<file path="src/rtl/resync_pkg.sv">
`timescale 1ns/1ps
package resync_pkg;
  typedef enum logic [1:0] {
    ST_ISLANDED  = 2'd0,
    ST_ALIGNING  = 2'd1,
    ST_ARMED     = 2'd2,
    ST_CONNECTED = 2'd3
  } rs_state_e;
endpackage

</file>
<file path="src/rtl/rs_absdiff.sv">
`timescale 1ns/1ps
// Unsigned absolute difference of two words.
module rs_absdiff #(
  parameter int W = 12
) (
  input  logic [W-1:0] a_i,
  input  logic [W-1:0] b_i,
  output logic [W-1:0] d_o
);
  always_comb begin
    if (a_i > b_i) d_o = a_i - b_i;
    else           d_o = b_i - a_i;
  end
endmodule

</file>
<file path="src/rtl/rs_window_chk.sv">
`timescale 1ns/1ps
// Combined magnitude / frequency / phase / band acceptance window.
module rs_window_chk #(
  parameter int MAG_W    = 12,
  parameter int FREQ_W   = 17,
  parameter int PH_W     = 16,
  parameter int VOLT_DIV = 20,
  parameter int FREQ_TOL = 300,
  parameter int PH_TOL   = 1820,
  parameter int MAG_MIN  = 582,
  parameter int MAG_MAX  = 610,
  parameter int FREQ_MIN = 59700,
  parameter int FREQ_MAX = 60300
) (
  input  logic [MAG_W-1:0]  mg_mag_i,
  input  logic [FREQ_W-1:0] mg_freq_i,
  input  logic [PH_W-1:0]   mg_phase_i,
  input  logic [MAG_W-1:0]  gr_mag_i,
  input  logic [FREQ_W-1:0] gr_freq_i,
  input  logic [PH_W-1:0]   gr_phase_i,
  output logic              ok_o
);
  localparam int PROD_W = MAG_W + $clog2(VOLT_DIV + 1);

  logic [MAG_W-1:0]  mag_diff;
  logic [FREQ_W-1:0] freq_diff;
  logic [PROD_W-1:0] mag_scaled;
  logic [PH_W-1:0]   ph_raw;
  logic [PH_W:0]     ph_mag;
  logic volt_ok, freq_ok, ph_ok, band_ok;

  rs_absdiff #(.W(MAG_W))  u_mag_diff  (.a_i(mg_mag_i),  .b_i(gr_mag_i),  .d_o(mag_diff));
  rs_absdiff #(.W(FREQ_W)) u_freq_diff (.a_i(mg_freq_i), .b_i(gr_freq_i), .d_o(freq_diff));

  always_comb begin
    mag_scaled = PROD_W'(mag_diff) * PROD_W'(VOLT_DIV);
    volt_ok    = mag_scaled < PROD_W'(gr_mag_i);
    freq_ok    = freq_diff < FREQ_W'(FREQ_TOL);
    // wrapped signed phase error, magnitude taken one bit wider
    ph_raw = mg_phase_i - gr_phase_i;
    if (ph_raw[PH_W-1]) ph_mag = (PH_W+1)'(0) - {1'b1, ph_raw};
    else                ph_mag = {1'b0, ph_raw};
    ph_ok   = ph_mag < (PH_W+1)'(PH_TOL);
    band_ok = (mg_mag_i  >= MAG_W'(MAG_MIN))   && (mg_mag_i  <= MAG_W'(MAG_MAX)) &&
              (mg_freq_i >= FREQ_W'(FREQ_MIN)) && (mg_freq_i <= FREQ_W'(FREQ_MAX));
    ok_o = volt_ok && freq_ok && ph_ok && band_ok;
  end
endmodule

</file>
<file path="src/rtl/rs_hold_cnt.sv">
`timescale 1ns/1ps
// Consecutive-pass counter; last_o marks the final sample of the run.
module rs_hold_cnt #(
  parameter int HOLD = 64
) (
  input  logic clk,
  input  logic rst,
  input  logic clr_i,
  input  logic inc_i,
  output logic last_o
);
  localparam int CW = $clog2(HOLD + 1);
  logic [CW-1:0] cnt;

  always_ff @(posedge clk) begin
    if (rst || clr_i) cnt <= '0;
    else if (inc_i)   cnt <= cnt + 1'b1;
  end

  assign last_o = (cnt == CW'(HOLD - 1));

  a_r8_cnt_bound: assert property (@(posedge clk) disable iff (rst)
    cnt < CW'(HOLD));
  a_r8_no_inc_past_last: assert property (@(posedge clk) disable iff (rst)
    (last_o && !clr_i) |-> !inc_i);
endmodule

</file>
<file path="src/rtl/resync_permit.sv">
`timescale 1ns/1ps
module resync_permit #(
  parameter int MAG_W        = 12,
  parameter int FREQ_W       = 17,
  parameter int PH_W         = 16,
  parameter int HOLD_SAMPLES = 64,
  parameter int VOLT_DIV     = 20,
  parameter int FREQ_TOL     = 300,
  parameter int PH_TOL       = 1820,
  parameter int MAG_MIN      = 582,
  parameter int MAG_MAX      = 610,
  parameter int FREQ_MIN     = 59700,
  parameter int FREQ_MAX     = 60300
) (
  input  logic              clk,
  input  logic              rst,
  input  logic              req_i,
  input  logic              island_i,
  input  logic              mg_valid_i,
  input  logic [MAG_W-1:0]  mg_mag_i,
  input  logic [FREQ_W-1:0] mg_freq_i,
  input  logic [PH_W-1:0]   mg_phase_i,
  input  logic              gr_valid_i,
  input  logic [MAG_W-1:0]  gr_mag_i,
  input  logic [FREQ_W-1:0] gr_freq_i,
  input  logic [PH_W-1:0]   gr_phase_i,
  output logic              close_o,
  output logic              pq_mode_o
);
  import resync_pkg::*;

  rs_state_e state;
  logic win_ok, sample, abort, seeking, cnt_last, cnt_clr, cnt_inc;

  rs_window_chk #(
    .MAG_W(MAG_W), .FREQ_W(FREQ_W), .PH_W(PH_W), .VOLT_DIV(VOLT_DIV),
    .FREQ_TOL(FREQ_TOL), .PH_TOL(PH_TOL), .MAG_MIN(MAG_MIN), .MAG_MAX(MAG_MAX),
    .FREQ_MIN(FREQ_MIN), .FREQ_MAX(FREQ_MAX)
  ) u_window (
    .mg_mag_i(mg_mag_i), .mg_freq_i(mg_freq_i), .mg_phase_i(mg_phase_i),
    .gr_mag_i(gr_mag_i), .gr_freq_i(gr_freq_i), .gr_phase_i(gr_phase_i),
    .ok_o(win_ok)
  );

  rs_hold_cnt #(.HOLD(HOLD_SAMPLES)) u_hold (
    .clk(clk), .rst(rst), .clr_i(cnt_clr), .inc_i(cnt_inc), .last_o(cnt_last)
  );

  always_comb begin
    sample  = mg_valid_i && gr_valid_i;
    abort   = !req_i || island_i;
    seeking = (state == ST_ALIGNING) || (state == ST_ARMED);
    cnt_clr = abort || !seeking || (sample && (!win_ok || cnt_last));
    cnt_inc = !cnt_clr && sample && win_ok;
  end

  always_ff @(posedge clk) begin
    if (rst) begin
      state     <= ST_ISLANDED;
      close_o   <= 1'b0;
      pq_mode_o <= 1'b0;
    end else begin
      close_o <= 1'b0;
      if (abort) begin
        state     <= ST_ISLANDED;
        pq_mode_o <= 1'b0;
      end else begin
        unique case (state)
          ST_ISLANDED: state <= ST_ALIGNING;
          ST_ALIGNING, ST_ARMED: begin
            if (sample) begin
              if (!win_ok) begin
                state <= ST_ALIGNING;
              end else if (cnt_last) begin
                state     <= ST_CONNECTED;
                close_o   <= 1'b1;
                pq_mode_o <= 1'b1;
              end else begin
                state <= ST_ARMED;
              end
            end
          end
          ST_CONNECTED: pq_mode_o <= 1'b1;
          default: state <= ST_ISLANDED;
        endcase
      end
    end
  end

  a_r8_close_single: assert property (@(posedge clk) disable iff (rst)
    close_o |=> !close_o);
  a_r8_close_needs_window: assert property (@(posedge clk) disable iff (rst)
    close_o |-> $past(sample && win_ok));
  a_r9_close_sets_pq: assert property (@(posedge clk) disable iff (rst)
    close_o |-> pq_mode_o);
  a_r9_pq_rises_on_close: assert property (@(posedge clk) disable iff (rst)
    $rose(pq_mode_o) |-> close_o);
  a_r10_abort_islands: assert property (@(posedge clk) disable iff (rst)
    abort |=> (!pq_mode_o && !close_o && state == ST_ISLANDED));
  a_r2_no_close_from_idle: assert property (@(posedge clk) disable iff (rst)
    (state == ST_ISLANDED) |=> !close_o);
endmodule

</file>
<file path="config.mk">
export PLATFORM = sky130hd
export DESIGN_NAME = resync_permit
export DESIGN_NICKNAME = d
export VERILOG_FILES = /design/src/rtl/resync_pkg.sv /design/src/rtl/rs_absdiff.sv /design/src/rtl/rs_window_chk.sv /design/src/rtl/rs_hold_cnt.sv /design/src/rtl/resync_permit.sv
export SDC_FILE = /design/constraint.sdc
export NUM_CORES = 1
export LEC_CHECK = 0
export BUFFER_PORTS_ARGS = -buffer_cell sky130_fd_sc_hd__buf_2
export CORE_ASPECT_RATIO = 0.5
export CORE_MARGIN = 2
export CORE_UTILIZATION = 30
export DETAILED_ROUTE_END_ITERATION = 8
export GPL_ROUTABILITY_DRIVEN = 0
export GPL_TIMING_DRIVEN = 0
export SYNTH_ARGS = -nofsm -noshare
export SYNTH_HDL_FRONTEND = slang
export SYNTH_SLANG_ARGS = --single-unit
</file>
<file path="constraint.sdc">
create_clock -name clk -period 16.7 [get_ports clk]
set_clock_uncertainty 0.15 [all_clocks]
set_input_delay 5.01 -clock clk [delete_from_list [all_inputs] [get_ports clk]]
set_output_delay 5.01 -clock clk [all_outputs]
set_load 0.02 [all_outputs]
</file>
==> flow_metrics.env, run 1 <==
export IMPL_critPathKind="primary input to flop"
export IMPL_dp_slack_ns=4.424
export IMPL_crit_arrival_ns=12.00
export IMPL_tightest_slew_ns=1.326
export IMPL_placedCellCount=1138
export IMPL_clk_latency_ns=0.24
export IMPL_cts_resized_gates=0
export IMPL_dr_pass1_iters=7
export IMPL_crit_family="simple AND/OR/NAND/NOR gates"
export IMPL_drt_total_wl_mm=16.31
export IMPL_period_minus_slack_ns=12.02
export IMPL_synth_warnings=0
export IMPL_cts_sinks=11
export IMPL_wl_per_cell_um=14.28
export IMPL_rsz0062_at_grt="no"
export IMPL_hold_buffers=0
export IMPL_stdcell_count=1142
export IMPL_io_buffer_count=97
export IMPL_cts_root_buf="clkbuf_16"
export IMPL_initial_utilization=0.3064
export IMPL_drc_errors=0
export IMPL_async_flop_share=0
export IMPL_first_global_vias=5824
export IMPL_synthCells=782
export IMPL_tns_ns=0
export IMPL_core_um2=18440
export IMPL_ir_worst_vdd_uv=35.07
export IMPL_rows=35
export IMPL_numCtsBuffers=3
export IMPL_grt_overflow=0
export IMPL_cp_end_kind="flop"
export IMPL_die_h_um=101.0
export IMPL_drt_iter0_drc=370
export IMPL_synth_seq_cells=11
export IMPL_max_clock_freq_mhz=83.22
export IMPL_place_area_um2=6459
export IMPL_seq_area_um2=220.2
export IMPL_postCtsSetupRepairBufs=0
export IMPL_maxSlewViolCount=0
export IMPL_chipWidth_um=198.1
export IMPL_setup_viol=0
export IMPL_timing_rr_start="u_hold.cnt[0]"
export IMPL_stdcell_area_um2=6538
export IMPL_tritoncts="done"
export IMPL_cp_required_ns=16.68
export IMPL_fin_nets=1088
export IMPL_ys_flop_type="dfxtp_1"
export IMPL_crit_path_start="mg_mag_i[7]"
export IMPL_clk_path_buf_depth=2
export IMPL_worstHoldPathType="flop to flop"
export IMPL_grt_pass1_wl_mm=27.08
export IMPL_slowest_stage="nor4_4"
export IMPL_synth_cell_types=86
export IMPL_htree_levels=1
export IMPL_die_area_um2=20010
export IMPL_avgSynthCellArea_um2=7.224
export IMPL_antenna_found_initial=0
export IMPL_multi_input_area_um2=4943
export IMPL_grt_max_degree=11
export IMPL_synth_edf_count=0
export IMPL_startpoint_type="primary input"
export IMPL_io_pins=98
export IMPL_synth_cell_area_um2=5649
export IMPL_drive_gt1_frac=0.1586
export IMPL_seq_area_frac_synth=0.03898
export IMPL_hold_viol_final=0
export IMPL_power_density_nw_per_um2=68.11
export IMPL_worstHoldStart="u_hold.cnt[6]"
export IMPL_route_vias_total=6146
export IMPL_status="finished, final reports clean"
export IMPL_critical_path_max_stage_delay_ns=0.56
export IMPL_path_buf_inv=3
export IMPL_finalCritPeriodShare=0.7196
export IMPL_slew_headroom=0.09335
export IMPL_worst_path_max_fanout=10
export IMPL_total_power_mw=0.4453
export IMPL_max_cap_violations=0
export IMPL_path_common_cell="ha_1"
export IMPL_dp_hpwl_mm=13.96
export IMPL_clk_pin_slew_ns=0.04
export IMPL_avgViaCountPerCell=5.382
export IMPL_fillCellCount=1935
export IMPL_n_antenna_cell=0
export IMPL_fin_ws_ns=4.683
export IMPL_antenna_left=0
export IMPL_area_growth_pct=15.73
export IMPL_p_leak_nw=3.227
export IMPL_track_usage=0.1608
export IMPL_syn_nets=986
==> cells by family after synthesis <==
family	Yosys count	share of synthesized area
XOR/XNOR	40	0.06335
flip-flops	11	0.03898
buffers and inverters	123	0.08593
adder cells (fa/ha/maj)	108	0.2445
AND/OR/NAND/NOR	228	0.2272
multiplexers	13	0.02591
AO/OA/AOI/OAI	259	0.3141
==> stage by stage <==
step	utilization	hold WS [ns]
global placement	0.3503	0.3040
detailed placement	0.3503	0.3088
floorplan	-	0.2950
finish	0.3546	0.3186
global route	0.3546	0.3346
CTS	0.3546	0.3149
==> synth_stat cells (8+ instances only) <==
cell,n,share of area
nor4_1,10,0.011
ha_1,104,0.23
o21a_1,9,0.012
mux2i_1,9,0.016
clkbuf_1,10,0.0066
or3_1,12,0.013
o211ai_1,15,0.020
nor2b_1,8,0.0089
and3_1,8,0.0089
nor3_1,15,0.013
buf_2,12,0.011
dfxtp_1,11,0.039
xnor2_1,21,0.033
a31oi_1,12,0.013
xor2_1,18,0.028
a21o_1,21,0.028
nand2b_1,9,0.010
a21oi_1,74,0.066
nand3_1,24,0.021
nor2_1,35,0.023
nand4_1,21,0.023
o21bai_1,12,0.016
inv_1,98,0.065
o21ai_0,41,0.036
nand2_1,42,0.028
and2_1,13,0.014
==> metal layers <==
| layer | up-vias | share of wire | GRT usage |
|---|---|---|---|
| met5 | - | 0 | 0 |
| met4 | 0 | 0.014 | 0.04627 |
| met3 | 22 | 0.047 | 0.009033 |
| met2 | 179 | 0.47 | 0.2828 |
| met1 | 2853 | 0.47 | 0.2142 |
| li1 | 3092 | - | - |
==> cells in the final DEF, fill, tap and decap left out, types with 18 or more instances in the layout <==
master   netlist  layout
a21o_1        21      21
ha_1         104     104
nand2_1       42      42
buf_2         12     109
xnor2_1       21      21
nand3_1       24      24
nor2_1        35      35
inv_1         98      98
xor2_1        18      18
o21ai_0       41      41
nand4_1       21      21
a21oi_1       74      74
==> power breakdown <==
group	internal [mW]	total, mW	switching [mW]	leakage, nW
clock	0.0320	0.0432	0.0112	0.0382
combinational	0.161	0.376	0.214	3.10
sequential	0.0265	0.0265	0.0000619	0.0887
==> cell type report <==
type	instances	share of cell area
clock buffer	4	0.01206
buffer	25	0.01799
sequential	11	0.03368
timing repair buffer	97	0.07426
tap	259	0.04957
inverter	98	0.05627
multi-input combinational	648	0.7562
==> flip-flops by register name, summed over array words and instances, names as in the netlist <==
register and count:
state 2, pq_mode_o 1, close_o 1, u_hold.cnt 7
==> path summary, 6_finish.rpt <==
kind	end	slack, ns	cells past startpoint
hold / removal	u_hold.cnt[6]	0.32	1
setup / recovery	u_hold.cnt[5]	4.68	27
setup reg to reg	u_hold.cnt[1]	14.44	9
hold reg to reg	u_hold.cnt[6]	0.32	1
Note: power is estimated with default switching activity, not from simulation.
==> run 2: changes to the inputs <==
--- a/config.mk
+++ b/config.mk
@@ -5,6 +5,7 @@
 export SDC_FILE = /design/constraint.sdc
 export NUM_CORES = 1
 export LEC_CHECK = 0
+export ABC_AREA = 1
 export BUFFER_PORTS_ARGS = -buffer_cell sky130_fd_sc_hd__buf_2
 export CORE_ASPECT_RATIO = 0.5
 export CORE_MARGIN = 2
==> constraint.sdc (replaced) <==
create_clock -name clk -period 12.45 [get_ports clk]
set_clock_uncertainty 0.15 [all_clocks]
set_input_delay 3.735 -clock clk [delete_from_list [all_inputs] [get_ports clk]]
set_output_delay 3.735 -clock clk [all_outputs]
set_load 0.02 [all_outputs]
==> run 2 against run 1 <==
Global-route usage decreased by 0.41 points. Power increased by 43%. Register-to-register slack got worse by 4.1 ns. Routed wire length increased by 7.2%. Area after synthesis increased by 12%. Critical path depth increased by 9. First-iteration DRC count decreased by 25%.
==> flow_metrics.env, run 2 <==
export IMPL_regMostFlops="u_hold.cnt"
export IMPL_clk_latency_ns=0.24
export IMPL_tritoncts="done"
export IMPL_avgSynthCellArea_um2=5.588
export IMPL_synthSimpleGateAreaFrac=0.4246
export IMPL_drt_iter0_drc=278
export IMPL_route_vias_total=7053
export IMPL_worst_path_max_fanout=10
export IMPL_p_comb_frac=0.850
export IMPL_fin_nets=1434
export IMPL_rsz0062_at_grt="no"
export IMPL_grt_max_degree=11
export IMPL_crit_arrival_ns=9.54
export IMPL_slowest_stage="fa_1"
export IMPL_async_flop_share=0
export IMPL_p_sw_frac=0.5647
export IMPL_antenna_left=0
export IMPL_cts_root_buf="clkbuf_16"
export IMPL_stdcell_area_um2=7209
export IMPL_r2r_end="u_hold.cnt[3]"
export IMPL_rows=37
export IMPL_place_area_um2=7131
export IMPL_dr_pass1_iters=5
export IMPL_synth_seq_cells=11
export IMPL_synth_commonest_cells="nand2_1, inv_1, ha_1, nor2_1, nand3_1"
export IMPL_hold_viol_final=0
export IMPL_synth_top_area_share=0.2138
export IMPL_wl_per_cell_um=11.64
export IMPL_grt_overflow=0
export IMPL_synth_top_family_by_area="simple AND/OR/NAND/NOR gates"
export IMPL_reg_top3="u_hold.cnt x7, state x2"
export IMPL_area_growth_pct=14.37
export IMPL_ir_worst_vdd_uv=51.11
export IMPL_power_switching_mw=0.3597
export IMPL_die_h_um=106.5
export IMPL_clk_pin_slew_ns=0.04
export IMPL_hold_path_depth=2
export IMPL_final_common_cell="nand2_1"
export IMPL_r2r_cells=6
export IMPL_cts_resized_gates=0
export IMPL_p_leak_nw=4.259
export IMPL_hold_end="state[1]"
export IMPL_n_antenna_cell=0
export IMPL_total_power_mw=0.6370
export IMPL_max_cap_violations=0
export IMPL_first_global_vias=6495
export IMPL_p_clk_frac=0.094
export IMPL_synth_cell_types=43
export IMPL_dp_hpwl_mm=15.48
export IMPL_p_int_mw=0.2773
export IMPL_avgViaCountPerCell=4.696
export IMPL_maxSlewViolCount=0
export IMPL_critical_path_max_stage_delay_ns=0.38
export IMPL_synth_edf_count=0
export IMPL_synthTopCellsByArea="nand2_1, ha_1, inv_1, nand3_1, a21oi_1"
export IMPL_slew_headroom=0.5223
export IMPL_largest_reg_flops=7
export IMPL_drt_total_wl_mm=17.48
export IMPL_max_clock_freq_mhz=105.1
export IMPL_reg2reg_slack_ns=10.36
export IMPL_drc_errors=0
export IMPL_seq_power_share=0.056
export IMPL_synth_mux_area_frac=0.001588
export IMPL_synthCells=1128
export IMPL_finalCritPeriodShare=0.7642
export IMPL_tightest_slew_ns=0.7126
export IMPL_die_area_um2=22260
export IMPL_synth_adder_area_share=0.2191
export IMPL_worstHoldPathType="flop to flop"
export IMPL_synth_most_common_cell="nand2_1"
export IMPL_initial_utilization=0.3067
export IMPL_timing_rr_start="state[0]"
export IMPL_syn_nets=1332
export IMPL_postCtsSetupRepairBufs=0
export IMPL_critPathKind="primary input to flop"
export IMPL_mostFrequentLayoutCells="nand2_1, inv_1, ha_1, buf_2, nor2_1"
export IMPL_synth_area_leader_cell="nand2_1"
export IMPL_worstHoldStart="state[1]"
export IMPL_hold_buffers=0
export IMPL_crit_path_start="mg_mag_i[0]"
export IMPL_synth_compound_area_frac=0.1191
export IMPL_numCtsBuffers=3
export IMPL_synth_warnings=0
export IMPL_status="finished, final reports clean"
export IMPL_period_minus_slack_ns=9.514
export IMPL_drive_gt1_frac=0.1245
export IMPL_track_usage=0.1567
export IMPL_clk_path_buf_depth=2
export IMPL_ys_flop_type="dfxtp_1"
export IMPL_fillCellCount=2370
export IMPL_chipWidth_um=209.0
export IMPL_startpoint_type="primary input"
export IMPL_grt_pass1_wl_mm=29.76
export IMPL_setup_viol=0
export IMPL_seq_area_frac_synth=0.03493
export IMPL_cts_sinks=11
export IMPL_power_density_nw_per_um2=88.36
export IMPL_tns_ns=0
export IMPL_synthXorXnorAreaFrac=0.05975
export IMPL_io_buffer_count=97
export IMPL_core_um2=20550
export IMPL_antenna_found_initial=0
export IMPL_cp_required_ns=12.48
export IMPL_synth_cell_area_um2=6304
export IMPL_io_pins=98
export IMPL_htree_levels=1
export IMPL_cp_end_kind="flop"
==> run 2: kinds of logic (layout without fill, tap and decap cells) <==
kind of cell / Yosys count / after routing
AND/OR/NAND/NOR: 603 / 603
buffers and inverters: 230 / 331
AO/OA/AOI/OAI: 132 / 132
adder cells (fa/ha/maj): 108 / 108
XOR/XNOR: 43 / 43
flip-flops: 11 / 11
multiplexers: 1 / 1
==> run 2: how the worst max path moves through the flow <==
stage / cells past startpoint / end
2_1_floorplan: 34 / u_hold.cnt[0]
3_3_place_gp: 34 / u_hold.cnt[0]
3_5_place_dp: 36 / u_hold.cnt[0]
4_1_cts: 36 / u_hold.cnt[0]
5_1_grt: 34 / u_hold.cnt[0]
6_report: 36 / u_hold.cnt[0]
==> run 2: stage by stage <==
stage | worst slack (ns) | utilization | hold slack, ns | cells
detailed placement | 2.690 | 0.3469 | 0.3227 | 1498
finish | 2.936 | 0.3507 | 0.3304 | 1502
global placement | 2.782 | 0.3469 | 0.3127 | 1498
floorplan | 3.864 | - | 0.3042 | 1128
global route | 2.291 | 0.3507 | 0.3684 | 1502
CTS | 2.935 | 0.3507 | 0.3303 | 1502
==> run 2: final cells by class <==
type / count / area, um^2 / area share
clock buffer: 4 / 78.83 / 0.01093
inverter: 223 / 837.1 / 0.1161
buffer: 7 / 51.30 / 0.007116
tap: 273 / 341.6 / 0.04738
multi-input combinational: 887 / 5195 / 0.7206
sequential: 11 / 220.2 / 0.03054
timing repair buffer: 97 / 485.5 / 0.06734
==> run 2: power groups by stage <==
stage | registers (mW) | clock network [mW] | logic [mW]
4_1_cts | 0.0356 | 0.0604 | 0.540
5_1_grt | 0.0356 | 0.0617 | 0.627
2_1_floorplan | 0.0362 | 0 | 0.412
6_report | 0.0356 | 0.0598 | 0.542
3_3_place_gp | 0.0362 | 0 | 0.529
3_5_place_dp | 0.0362 | 0 | 0.536
==> run 2: worst max-delay path, delay by kind of cell <==
kind                       cells  cell delay [ns]
adders and majority gates      5             1.41
AOI/OAI and AO/OA              3             0.69
xor gates and xnor gates       2             0.30
buffers and inverters          6             0.73
and+or+nand+nor               20             2.70
==> run 2: routing by layer <==
layer	up-vias	share of wire	track usage
met2	115	0.43	0.2686
li1	3781	-	-
met5	-	0	0
met3	7	0.029	0.004431
met4	0	0.0050	0.01480
met1	3150	0.53	0.2264
==> run 3: changes to the inputs <==
--- a/config.mk
+++ b/config.mk
@@ -5,7 +5,7 @@
 export SDC_FILE = /design/constraint.sdc
 export NUM_CORES = 1
 export LEC_CHECK = 0
-export ABC_AREA = 1
+export ABC_AREA = 0
 export BUFFER_PORTS_ARGS = -buffer_cell sky130_fd_sc_hd__buf_2
 export CORE_ASPECT_RATIO = 0.5
 export CORE_MARGIN = 2
==> constraint.sdc (replaced) <==
create_clock -name clk -period 8.6 [get_ports clk]
set_clock_uncertainty 0.15 [all_clocks]
set_input_delay 2.58 -clock clk [delete_from_list [all_inputs] [get_ports clk]]
set_output_delay 2.58 -clock clk [all_outputs]
set_load 0.02 [all_outputs]
==> run 3 against run 2 <==
Via count down 11%. Critical path depth down 9. Utilization up 3.2 points. Die area down 10%. Non-clock buffer count up 36. Critical endpoint is now u_hold.cnt[1]. Largest cell class unchanged. Worst hold slack worse by 0.025 ns. Global-route usage up 0.71 points. Cell count down 23%.
==> flow_metrics.env, run 3 (same netlist as run 1, synthesis figures left out) <==
export IMPL_status="finished, final reports clean"
export IMPL_track_usage=0.1638
export IMPL_hold_viol_final=0
export IMPL_io_pins=98
export IMPL_p_leak_nw=3.397
export IMPL_die_h_um=101.0
export IMPL_worstHoldStart="u_hold.cnt[6]"
export IMPL_dp_hpwl_mm=13.96
export IMPL_timing_rr_start="u_hold.cnt[0]"
export IMPL_power_density_nw_per_um2=140.3
export IMPL_place_area_um2=6459
export IMPL_reg_top3="u_hold.cnt x7, state x2"
export IMPL_max_clock_freq_mhz=117.1
export IMPL_grt_max_degree=11
export IMPL_drt_iter0_drc=397
export IMPL_path_common_cell="nand4_1"
export IMPL_antenna_left=0
export IMPL_clk_path_buf_depth=2
export IMPL_worst_path_max_fanout=6
export IMPL_drt_total_wl_mm=17.00
export IMPL_wl_per_cell_um=14.65
export IMPL_numCtsBuffers=3
export IMPL_tns_ns=0
export IMPL_rsz0062_at_grt="yes"
export IMPL_drc_errors=0
export IMPL_slowest_stage="or4b_4"
export IMPL_route_vias_total=6265
export IMPL_hold_buffers=0
export IMPL_avgViaCountPerCell=5.401
export IMPL_r2r_end="u_hold.cnt[1]"
export IMPL_max_cap_violations=0
export IMPL_cp_required_ns=8.63
export IMPL_io_buffer_count=97
export IMPL_cts_sinks=11
export IMPL_maxSlewViolCount=0
export IMPL_slew_headroom=0.08565
export IMPL_n_antenna_cell=0
export IMPL_reg2reg_slack_ns=6.36
export IMPL_stdcell_area_um2=7048
export IMPL_rows=35
export IMPL_regMostFlops="u_hold.cnt"
export IMPL_startpoint_type="primary input"
export IMPL_worstHoldPathType="flop to flop"
export IMPL_largest_reg_flops=7
export IMPL_initial_utilization=0.3064
export IMPL_area_growth_pct=24.76
export IMPL_critPathKind="primary input to flop"
export IMPL_r2r_cells=9
export IMPL_mostFrequentLayoutCells="buf_2, inv_1, ha_1, a21oi_1, nand2_1"
export IMPL_drive_gt1_frac=0.2220
export IMPL_critical_path_max_stage_delay_ns=0.51
export IMPL_first_global_vias=5907
export IMPL_final_common_cell="buf_2"
export IMPL_ir_worst_vdd_uv=81.77
export IMPL_crit_arrival_ns=8.57
export IMPL_cts_root_buf="clkbuf_16"
export IMPL_chipWidth_um=198.1
export IMPL_die_area_um2=20010
export IMPL_clk_latency_ns=0.24
export IMPL_tritoncts="done"
export IMPL_period_minus_slack_ns=8.541
export IMPL_hold_path_depth=1
export IMPL_final_util=0.3823
export IMPL_htree_levels=1
export IMPL_hold_end="u_hold.cnt[6]"
export IMPL_dr_pass1_iters=5
export IMPL_finalCritPeriodShare=0.9932
export IMPL_grt_overflow=0
export IMPL_antenna_found_initial=0
export IMPL_grt_pass1_wl_mm=27.56
export IMPL_fin_nets=1106
export IMPL_setup_viol=0
export IMPL_cp_end_kind="flop"
export IMPL_tightest_slew_ns=1.337
export IMPL_clk_pin_slew_ns=0.04
export IMPL_core_um2=18440
export IMPL_total_power_mw=0.9886
==> run 3: cell types whose count changed in the layout (fill, tap and decap cells not counted), moves of 17 or more <==
cell / delta
a21o_1: +17
nand3_1: -53
xor2_1: -20
nand2_1: -318
inv_1: -118
nor2_1: -45
buf_4: +24
==> run 3: power breakdown <==
group	internal, mW	total [mW]	switching, mW
Sequential	0.0514	0.0515	0.000120
Combinational	0.385	0.853	0.468
Clock	0.0622	0.0842	0.0221
Total	0.498	0.989	0.490
==> run 3: per-stage QoR <==
stage,hold slack (ns),setup slack [ns],cells
global route,0.3200,-0.3274,1160
CTS,0.3149,0.01527,1149
global placement,0.3040,-1.131,1138
finish,0.3055,0.05886,1160
floorplan,0.2950,0.1391,782
detailed placement,0.3088,-1.246,1138
==> run 3: worst max path at each step <==
| stage | end | slack [ns] | from |
|---|---|---|---|
| after detailed placement | u_hold.cnt[4] | -1.25 | mg_mag_i[8] |
| after floorplan | u_hold.cnt[1] | 0.14 | mg_mag_i[8] |
| after global placement | u_hold.cnt[4] | -1.13 | mg_mag_i[8] |
| final | u_hold.cnt[1] | 0.06 | mg_mag_i[10] |
| after CTS | u_hold.cnt[1] | 0.02 | mg_mag_i[8] |
| after global routing | u_hold.cnt[6] | -0.33 | mg_mag_i[0] |
==> run 3: what timing repair did <==
action,4_1_cts,5_1_grt
gates resized for setup,18,59
setup endpoints to repair,11,11
pin swaps,14,35
setup buffers,9,14
==> run 3: metal layers <==
| layer | wire length [um] | up-vias | GRT usage |
|---|---|---|---|
| li1 | - | 3129 | - |
| met2 | 8090 | 190 | 0.2893 |
| met1 | 7899 | 2922 | 0.2174 |
| met5 | 0 | - | 0 |
| met3 | 751 | 24 | 0.008699 |
| met4 | 257 | 0 | 0.04743 |
==> run 3: final cells by class <==
type                       count  area [um^2]
fill                        1904        11390
multi-input combinational    648         5215
sequential                    11        220.2
tap                          259        324.1
clock buffer                   4        78.83
timing repair buffer         120        723.2
buffer                        20        108.9
inverter                      98        377.9
==> run 3: worst max-delay path: cells and delay by family <==
family,cells,cell delay (ns)
compound gates,7,1.40
xor+xnor,1,0.09
fa+ha+maj,5,1.37
buf+inv,3,0.29
mux,1,0.32
simple gates,10,2.52
